==> src/rtl/msgirq_pkg.sv <==
package msgirq_pkg;

    localparam int SRC_PER_REG = 32;
    localparam int BIT_W       = 5;
    localparam int SEL_W       = 4;

    typedef enum logic [1:0] {
        ACC_NONE     = 2'd0,
        ACC_INDEX    = 2'd1,
        ACC_STATUS   = 2'd2,
        ACC_UNMAPPED = 2'd3
    } acc_kind_t;

    function automatic int reg_w(int n);
        return (n > 1) ? $clog2(n) : 1;
    endfunction

    function automatic logic [31:0] swap32(logic [31:0] w);
        return {w[7:0], w[15:8], w[23:16], w[31:24]};
    endfunction

endpackage

==> src/rtl/msgirq_addr_dec.sv <==
module msgirq_addr_dec
    import msgirq_pkg::*;
#(
    parameter int NUM_REGS   = 8,
    parameter int ADDR_W     = 12,
    parameter bit NARROW_MAP = 1'b0,
    parameter int REG_W      = reg_w(NUM_REGS)
) (
    input  logic              en,
    input  logic [ADDR_W-1:0] addr,
    output acc_kind_t         kind,
    output logic [REG_W-1:0]  reg_idx
);
    // register map choice
    localparam int STRIDE = NARROW_MAP ? 4 : 16;
    localparam logic [ADDR_W-1:0] IDX_OFF = NARROW_MAP ? ADDR_W'(12'h038) : ADDR_W'(12'h140);

    always_comb begin
        kind    = ACC_NONE;
        reg_idx = '0;
        if (en) begin
            kind = ACC_UNMAPPED;
            if (addr == IDX_OFF) begin
                kind = ACC_INDEX;
            end
            for (int i = 0; i < NUM_REGS; i++) begin
                if (addr == ADDR_W'(i * STRIDE)) begin
                    kind    = ACC_STATUS;
                    reg_idx = REG_W'(i);
                end
            end
        end
    end

endmodule

==> src/rtl/msgirq_index_dec.sv <==
module msgirq_index_dec
    import msgirq_pkg::*;
#(
    parameter int NUM_REGS   = 8,
    parameter bit ALT_LAYOUT = 1'b0,
    parameter bit SWAP_BYTES = 1'b0,
    parameter int REG_W      = reg_w(NUM_REGS)
) (
    input  logic             valid,
    input  logic [31:0]      data,
    output logic             hit,
    output logic [REG_W-1:0] reg_idx,
    output logic [BIT_W-1:0] bit_idx
);
    logic [31:0]      word;
    logic [SEL_W-1:0] sel;
    logic             unused_hi;

    // optional byte reversal ahead of decoding
    generate
        if (SWAP_BYTES) begin : g_swap
            assign word = swap32(data);
        end else begin : g_plain
            assign word = data;
        end
    endgenerate

    // field layout
    generate
        if (ALT_LAYOUT) begin : g_alt
            assign sel     = word[SEL_W-1:0];
            assign bit_idx = word[SEL_W +: BIT_W];
        end else begin : g_std
            assign bit_idx = word[BIT_W-1:0];
            assign sel     = word[BIT_W +: SEL_W];
        end
    endgenerate

    assign unused_hi = ^word[31:BIT_W+SEL_W];

    // selects past the implemented registers are dropped
    assign hit     = valid && (int'(sel) < NUM_REGS);
    assign reg_idx = REG_W'(sel);

endmodule

==> src/rtl/msgirq_status_bank.sv <==
module msgirq_status_bank
    import msgirq_pkg::*;
#(
    parameter int NUM_REGS = 8,
    parameter int REG_W    = reg_w(NUM_REGS)
) (
    input  logic                                   clk,
    input  logic                                   rst,
    input  logic                                   set_en,
    input  logic [REG_W-1:0]                       set_reg,
    input  logic [BIT_W-1:0]                       set_bit,
    input  logic                                   clr_en,
    input  logic [REG_W-1:0]                       clr_reg,
    output logic [NUM_REGS-1:0][SRC_PER_REG-1:0]   status,
    output logic [NUM_REGS-1:0]                    irq
);
    generate
        for (genvar k = 0; k < NUM_REGS; k++) begin : g_reg
            logic [SRC_PER_REG-1:0] set_mask;
            logic                   clr_here;

            assign set_mask = (set_en && set_reg == REG_W'(k))
                              ? (SRC_PER_REG'(1) << set_bit) : '0;
            assign clr_here = clr_en && clr_reg == REG_W'(k);

            // set is merged after the clear, so a new bit survives
            always_ff @(posedge clk) begin
                if (rst) begin
                    status[k] <= '0;
                end else begin
                    status[k] <= (clr_here ? '0 : status[k]) | set_mask;
                end
            end

            // line follows register occupancy
            assign irq[k] = |status[k];
        end
    endgenerate

endmodule

==> src/rtl/msgirq_bank.sv <==
module msgirq_bank
    import msgirq_pkg::*;
#(
    parameter int NUM_REGS   = 8,
    parameter int ADDR_W     = 12,
    parameter bit NARROW_MAP = 1'b0,
    parameter bit ALT_LAYOUT = 1'b0,
    parameter bit SWAP_BYTES = 1'b0
) (
    input  logic                clk,
    input  logic                rst,
    input  logic                wr_en,
    input  logic [ADDR_W-1:0]   wr_addr,
    input  logic [31:0]         wr_data,
    input  logic                rd_en,
    input  logic [ADDR_W-1:0]   rd_addr,
    output logic [31:0]         rd_data,
    output logic [NUM_REGS-1:0] irq
);
    localparam int REG_W = reg_w(NUM_REGS);

    acc_kind_t        wr_kind;
    acc_kind_t        rd_kind;
    logic [REG_W-1:0] wr_reg_unused;
    logic [REG_W-1:0] rd_reg;
    logic             idx_hit;
    logic [REG_W-1:0] idx_reg;
    logic [BIT_W-1:0] idx_bit;
    logic             clr_en;
    logic [NUM_REGS-1:0][SRC_PER_REG-1:0] status;

    msgirq_addr_dec #(
        .NUM_REGS(NUM_REGS), .ADDR_W(ADDR_W), .NARROW_MAP(NARROW_MAP), .REG_W(REG_W)
    ) u_wr_dec (
        .en(wr_en), .addr(wr_addr), .kind(wr_kind), .reg_idx(wr_reg_unused)
    );

    msgirq_addr_dec #(
        .NUM_REGS(NUM_REGS), .ADDR_W(ADDR_W), .NARROW_MAP(NARROW_MAP), .REG_W(REG_W)
    ) u_rd_dec (
        .en(rd_en), .addr(rd_addr), .kind(rd_kind), .reg_idx(rd_reg)
    );

    // only the index register accepts writes
    msgirq_index_dec #(
        .NUM_REGS(NUM_REGS), .ALT_LAYOUT(ALT_LAYOUT), .SWAP_BYTES(SWAP_BYTES), .REG_W(REG_W)
    ) u_idx_dec (
        .valid(wr_kind == ACC_INDEX), .data(wr_data),
        .hit(idx_hit), .reg_idx(idx_reg), .bit_idx(idx_bit)
    );

    assign clr_en = (rd_kind == ACC_STATUS);

    msgirq_status_bank #(
        .NUM_REGS(NUM_REGS), .REG_W(REG_W)
    ) u_bank (
        .clk(clk), .rst(rst),
        .set_en(idx_hit), .set_reg(idx_reg), .set_bit(idx_bit),
        .clr_en(clr_en), .clr_reg(rd_reg),
        .status(status), .irq(irq)
    );

    // registered read path
    always_ff @(posedge clk) begin
        if (rst) begin
            rd_data <= '0;
        end else if (rd_en) begin
            unique case (rd_kind)
                ACC_STATUS:   rd_data <= status[rd_reg];
                ACC_INDEX:    rd_data <= '0;
                ACC_UNMAPPED: rd_data <= '0;
                ACC_NONE:     rd_data <= '0;
            endcase
        end
    end

endmodule

==> config.mk <==
export PLATFORM = sky130hd
export DESIGN_NAME = msgirq_bank
export DESIGN_NICKNAME = d
export VERILOG_FILES = /design/src/rtl/msgirq_pkg.sv /design/src/rtl/msgirq_addr_dec.sv /design/src/rtl/msgirq_index_dec.sv /design/src/rtl/msgirq_status_bank.sv /design/src/rtl/msgirq_bank.sv
export SDC_FILE = /design/constraint.sdc
export NUM_CORES = 1
export LEC_CHECK = 0
export CORE_MARGIN = 4
export CORE_UTILIZATION = 30
export CTS_CLUSTER_DIAMETER = 80
export DETAILED_ROUTE_END_ITERATION = 7
export DONT_BUFFER_PORTS = 1
export PLACE_DENSITY = 0.55
export SETUP_SLACK_MARGIN = 0.15
export SYNTH_ARGS = -nofsm -noshare
export SYNTH_HDL_FRONTEND = slang
export SYNTH_SLANG_ARGS = --single-unit
==> constraint.sdc <==
create_clock -name clk -period 2.5 [get_ports clk]
set_input_delay 0.25 -clock clk [delete_from_list [all_inputs] [get_ports clk]]
set_output_delay 0.25 -clock clk [all_outputs]
set_load 0.05 [all_outputs]
==> results.md, run 1 <==
* Status: complete, no violations
* Root buffer cell: clkbuf_16
* CP top delay family: simple AND/OR/NAND/NOR gates
* Final Max Tran Viols at 0
* HP Class: in -> reg
* PD cells at 582 nW/um^2
* Grt met2 use at 0.316
* Worst setup margin at ~0.12 ns
* CP peak stage delay at approximately 0.50 ns
* Synthesized netlist cell count at 1457
* Synthesized Nets at about 1500
* Setup violations, final at 0
* Die width at between 200 and 250 um
* Initial antenna violation count at 0
* Post-synth ARST share at 0
* Synth cell types at 47
* Worst EP arrival at 2.13 ns
* Worst reg-to-reg path cell count at 5
* Syn_area_per_cell at about 8.8 um^2
* I/O pin cnt at 100
* Area share of the leading cell type in the synthesized netlist at 0.452
* Worst VDD drop at between 0.4 and 0.5 mV
* Core area at roughly 42000 um^2
* Global-route met1 utilization at 0.266
* R2R setup slack at approximately 0.72 ns
* P_leak at a little under 6 nW
* Routed vias at ~13000
* WS Path Type: reg -> out
* Synth-to-Final Area Change at 24.6%
* Final wirelength at approximately 48 mm
* Worst flop-to-flop path startpoint: rd_data[30]
* Final Hold Fails at 0
* Most used DFF post-synth: dfxtp_1
* Critical path capture point type: output pin
* Clock Path Buffers at 3
* Largest net degree at the start of global routing at 157
* CP Cell Sequence: nor4_1 > nand4_1 > or2_2
* CTS Sinks at 288
* Skew-Pair Late Insertion Delay at around 0.56 ns
* First-pass GRT wire length at 72.5 mm
* Row count at between 70 and 80
* Synth top area cells: dfxtp_1 (45%), a22oi_1 (13%), nor2_1 (10%)
* Worst-margin pin slew at between 1 and 1.5 ns
* Min-Delay Startpoint: rd_addr[6]
* Core Util, Final at 0.379
* RR Endpoint: rd_data[30]
* Mapped cell area at roughly 13000 um^2
* Vias per inst at between 5 and 6
* Hold path cells at 2
* Tmin final at 2.38 ns
* Crit share post-route at 0.951
* Buf/Inv on CP at 0
* Drt first pass iters at 6
* Post-Route Skew at approximately 0.012 ns
* Height of the die at roughly 210 um
* Die area at around 46000 um^2
* Number of flops mapped to enable cells by yosys at 0
* Wire per inst at between 20 and 25 um
* Slew headroom at 0.320
* CTS tree: yes
* Layout cells sized above 1 at 0.133
* RSZ-0062 raised after global routing: true
* Setup Buffers After CTS at 0
* Setup TNS at 0 ns
* Remaining DRCs at 0
* Cell depth of the worst setup path at 3
* IO buf count at 0
* Fmax at roughly 0.42 GHz
* Gr ovfl total at 0
* Kind of start point of the critical path: flip-flop
* Clock transition at path regs at ~0.06 ns
* Sequential area share after synthesis at 0.452
* DP Wirelength at around 30 mm
* Initial Util at 0.304
* Area leader, netlist: dfxtp_1
* Synth warn at 0
* Grt met3 use at 0.0449
* Slowest-stage cell, CP: nor4_1
* WP data required at ~2.3 ns
* Crit-path max FO at 3
* Hold Path Sink: rd_data[24]
* Busiest grt layer: met2
* Synth Register Bits at 288
* Vias in the first global route at between 10000 and 15000
* Final #Nets at around 1600
* GRT Total Usage at 0.196
* TritonCTS Buffers at 30
* H-tree depth at 1
* Pre-CTS setup slack at approximately 0.20 ns
* Antenna diodes at 0
* DR iter-0 viols at approximately 1500
* Gpl congestion at ~0.87
* Max-capacitance violation count at 0
* DRT antenna net count at 0
kinds of logic (layout without fill, tap and decap cells):
group | Yosys count | count (layout) | synth area share
and+or+nand+nor | 538 | 538 | 0.202
AOI/OAI and AO/OA | 452 | 452 | 0.268
muxes | 33 | 33 | 0.0281
buffers and inverters | 146 | 269 | 0.0502
DFF | 288 | 288 | 0.452
area by class of cell:
type	instances	area, um^2
clock buffer	47	916
clock inverter	7	40.0
fill	4227	26100
sequential	288	5770
timing repair buffer	199	1940
multi-input combinational	1023	6490
tap	539	674
inverter	16	60.1
what timing repair did:
item / in CTS / in global routing
hold buffers: 143 / 0
hold endpoints to repair: 277 / 0
gates resized for setup: 5 / 10
pin swaps: 0 / 1
setup endpoints to repair: 5 / 11
sequential cells by signal, indices dropped and copies added, names as in the netlist:
register / cells
rd_data: 32
u_bank.status: 256
through the flow:
| stage | hold WS, ns | cells | instance area [um^2] | power, mW |
|---|---|---|---|---|
| final | 0.0372 | 2119 | 15900 | 9.25 |
| after global routing | 0.0198 | 2119 | 15900 | 9.51 |
| after CTS | 0.00741 | 2119 | 15800 | 9.31 |
| after detailed placement | 0.369 | 1922 | 13400 | 4.93 |
| after global placement | 0.366 | 1922 | 13400 | 4.93 |
| after floorplan | 0.482 | 1457 | 12700 | 4.94 |
worst max-delay path by stage:
| stage | start | end | slack, ns |
|---|---|---|---|
| 2_1_floorplan | rd_addr[10] | u_bank.status[127] | 0.49 |
| 3_3_place_gp | rd_addr[10] | u_bank.status[95] | 0.25 |
| 3_5_place_dp | rd_addr[10] | u_bank.status[93] | 0.20 |
| 4_1_cts | u_bank.status[151] | irq[4] | 0.10 |
| 5_1_grt | rd_addr[10] | u_bank.status[93] | 0.11 |
| 6_report | u_bank.status[225] | irq[7] | 0.12 |
cells in the mapped netlist, types with 12 or more instances:
library cell  count
nor2_1          342
dfxtp_1         288
a22oi_1         228
clkbuf_1         76
nor4_1           64
o22ai_1          52
buf_2            41
nor3_1           35
a22oi_2          29
a21oi_1          25
o21ai_1          23
mux2_2           22
nand4_1          20
o21ai_0          20
nand2_1          16
inv_1            15
a22o_1           12
o221a_2          12
cell usage in the layout (no fill, tap or decap), drive strengths merged, types with 9 or more instances in the layout:
master | Yosys | routed
nand4 | 20 | 20
a211o | 11 | 11
a21oi | 25 | 25
nand3 | 9 | 9
dlygate4sd3 | 0 | 142
nand2 | 16 | 16
mux2 | 22 | 22
nor2 | 342 | 342
nor3 | 35 | 35
o21ai | 43 | 43
o22ai | 52 | 52
clkbuf | 76 | 47
dfxtp | 288 | 288
buf | 54 | 57
o31a | 11 | 11
or2 | 11 | 11
a22o | 12 | 12
mux2i | 11 | 11
a22oi | 257 | 257
nor4 | 69 | 69
inv | 16 | 16
o221a | 12 | 12
o211ai | 11 | 11
power by group:
part           total (mW)  switching (mW)  internal (mW)
Sequential           4.59      0.00000506           4.59
Combinational       0.289           0.193         0.0954
Clock                4.37            1.87           2.50
Total                9.25            2.07           7.18
worst reg2reg max path, stage by stage, from the launching register on:
cell           delay [ns]
dfxtp_1              0.73
inv_1                0.09
o22ai_1              0.17
a31oi_1              0.06
a21oi_1              0.13
dlygate4sd3_1        0.55
layer usage:
layer  routed length (um)  part of all wire
met5                    0                 0
met3                 4330             0.091
met1                20400              0.43
met2                21700              0.45
met4                 1290             0.027
Note: power is estimated with default switching activity, not from simulation.
==> run 2, diff against run 1 <==
- SYNTH_HIERARCHICAL: unset -> 1
==> run 2 against run 1 <==
  * Largest power group is now the clock network
  * Register-to-register slack improved by 0.10 ns
  * Highest routed layer unchanged
  * Critical path depth unchanged
  * Synthesized area decreased by 5.6%
  * Clock-buffer cell count decreased by 2
==> results.md, run 2 <==
* Status: complete, no violations
* Final Hold Fails at 0
* Remaining DRCs at 0
* Crit-path max FO at 3
* Sw Share at 0.219
* Setup violations, final at 0
* Most frequent cells in the layout: dfxtp_1 (288), a22o_1 (128), o2bb2ai_1 (112), mux2i_1 (64), nor4_1 (61)
* IO buf count at 0
* Root buffer cell: clkbuf_16
* H-tree depth at 2
* Gpl congestion at between 0.9 and 1
* Syn_area_per_cell at around 11 um^2
* Tmin final at 2.39 ns
* Finished Cell Area at 14300 um^2
* Clock transition at path regs at ~0.060 ns
* DR iter-0 viols at between 800 and 900
* Fmax at roughly 0.42 GHz
* Worst-margin pin slew at 0.797 ns
* HP Class: in -> reg
* Drt first pass iters at 5
* Clock Path Buffers at 3
* P_leak at around 4.7 nW
* DP Wirelength at between 20 and 30 mm
* I/O pin cnt at 100
* Initial Util at 0.303
* Vias per inst at just under 6
* P_sw at about 2.2 mW
* Setup Buffers After CTS at 0
* Worst VDD drop at around 0.32 mV
* # fillers at 3902
* Worst flop-to-flop path startpoint: u_bank/status[55]
* P_int at just under 8 mW
* Biggest register: u_bank/status
* Final Max Tran Viols at 0
* R2R setup slack at approximately 0.8 ns
* Core area at 39700 um^2
* Routed vias at 9488
* Slowest-stage cell, CP: nor4_1
* Hold path cells at 2
* RSZ-0062 raised after global routing: false
* Kind of start point of the critical path: flip-flop
* CTS tree: yes
* Synthesized Nets at around 1100
* DRT antenna net count at 0
* First-pass GRT wire length at between 60 and 70 mm
* PD cells at ~690 nW/um^2
* Synth warn at 6
* Max-capacitance violation count at 0
* Largest net degree at the start of global routing at 33
* Final #Nets at ~1200
* Final Power at 9.94 mW
* Synth-to-Final Area Change at 19.1%
* Post-Route Skew at about 0.024 ns
* Gr ovfl total at 0
* Critical path capture point type: output pin
* CP Cell Sequence: nor4_1 > nand4_1 > or2_2
* Dpl cell area at about 13000 um^2
* Mapped cell area at 12000 um^2
* Max FFs per register at 256
* Min-Delay Startpoint: rst
* WS Path Type: reg -> out
* Clock Power Share at 0.506
* CTS Sinks at ~290
* Die area at 43400 um^2
* Die width at approximately 210 um
* WP data required at roughly 2.3 ns
* Hold Path Sink: rd_data[30]
* Layout cells sized above 1 at 0.186
* Sequential power share at 0.462
* Setup TNS at 0 ns
* Combinational share of power at 0.032
* CP peak stage delay at 0.58 ns
* Worst EP arrival at around 2.1 ns
* Slew headroom at 0.467
* GRT Total Usage at 0.178
* Height of the die at between 200 and 250 um
* Synthesized netlist cell count at roughly 1100
* Commonest non-fill, non-tap cell in the layout: dfxtp_1
* Crit share post-route at 0.957
* Worst reg-to-reg path cell count at 4
* Initial antenna violation count at 0
* Row count at 73
* Vias in the first global route at ~9500
* TritonCTS Buffers at 34
* Skew-Pair Late Insertion Delay at just over 0.5 ns
* Wire per inst at 24.5 um
* Pre-CTS setup slack at -0.149 ns
* Biggest regs: u_bank/status: 256 flops, rd_data: 32 flops
* RR Endpoint: rd_data[23]
* Final wirelength at 40.3 mm
* Antenna diodes at 0
* Worst setup margin at between 0.1 and 0.15 ns
-- run 2: layout make-up --
class | count | area, um^2 | area share
clock buffer | 45 | 942 | 0.0657
timing repair buffer | 83 | 948 | 0.0662
sequential | 288 | 5770 | 0.402
clock inverter | 13 | 184 | 0.0128
multi-input combinational | 692 | 5840 | 0.407
tap | 525 | 657 | 0.0458
-- run 2: metal layers --
| metal | up-vias | GRT usage | part of all wire |
|---|---|---|---|
| li1 | 4304 | - | - |
| met1 | 4787 | 0.250 | 0.45 |
| met2 | 338 | 0.278 | 0.45 |
| met3 | 59 | 0.0401 | 0.075 |
| met4 | 0 | 0.0501 | 0.022 |
| met5 | - | 0 | 0 |
-- run 2: worst max path at each step --
| stage | startpoint | endpoint | slack [ns] | cells past startpoint |
|---|---|---|---|---|
| after global placement | rd_addr[11] | rd_data[23] | -0.19 | 7 |
| after detailed placement | rd_addr[11] | rd_data[23] | -0.15 | 7 |
| after CTS | u_bank/status[90] | irq[2] | 0.17 | 3 |
| final | u_bank/status[122] | irq[3] | 0.11 | 3 |
| after global routing | u_bank/status[38] | irq[1] | 0.15 | 3 |
| after floorplan | wr_addr[11] | u_bank/status[28] | 0.12 | 8 |
-- run 2: critical path: cells and delay by family, from the launching register on --
kind,cells,cell delay (ns)
DFF,1,0.32
and+or+nand+nor,3,1.31
-- run 2: metrics by stage --
step	cells	util	hold WS (ns)
final	1646	0.361	0.0387
after global routing	1646	0.361	0.0414
after detailed placement	1586	0.331	0.327
after global placement	1586	0.331	0.326
after CTS	1646	0.361	0.0342
after floorplan	1070	-	0.319
-- run 2: power groups by stage --
stage	registers, mW	clock network, mW	logic (mW)
6_report	4.59	5.03	0.315
5_1_grt	4.59	5.33	0.329
4_1_cts	4.59	5.13	0.313
3_5_place_dp	4.70	0	0.284
3_3_place_gp	4.70	0	0.283
2_1_floorplan	4.69	0	0.200
-- run 2: timing repair --
action	4_1_cts	5_1_grt
hold endpoints to repair	32	0
setup endpoints to repair	2	1
gates resized for setup	2	1
hold buffers	2	0
pin swaps	0	0
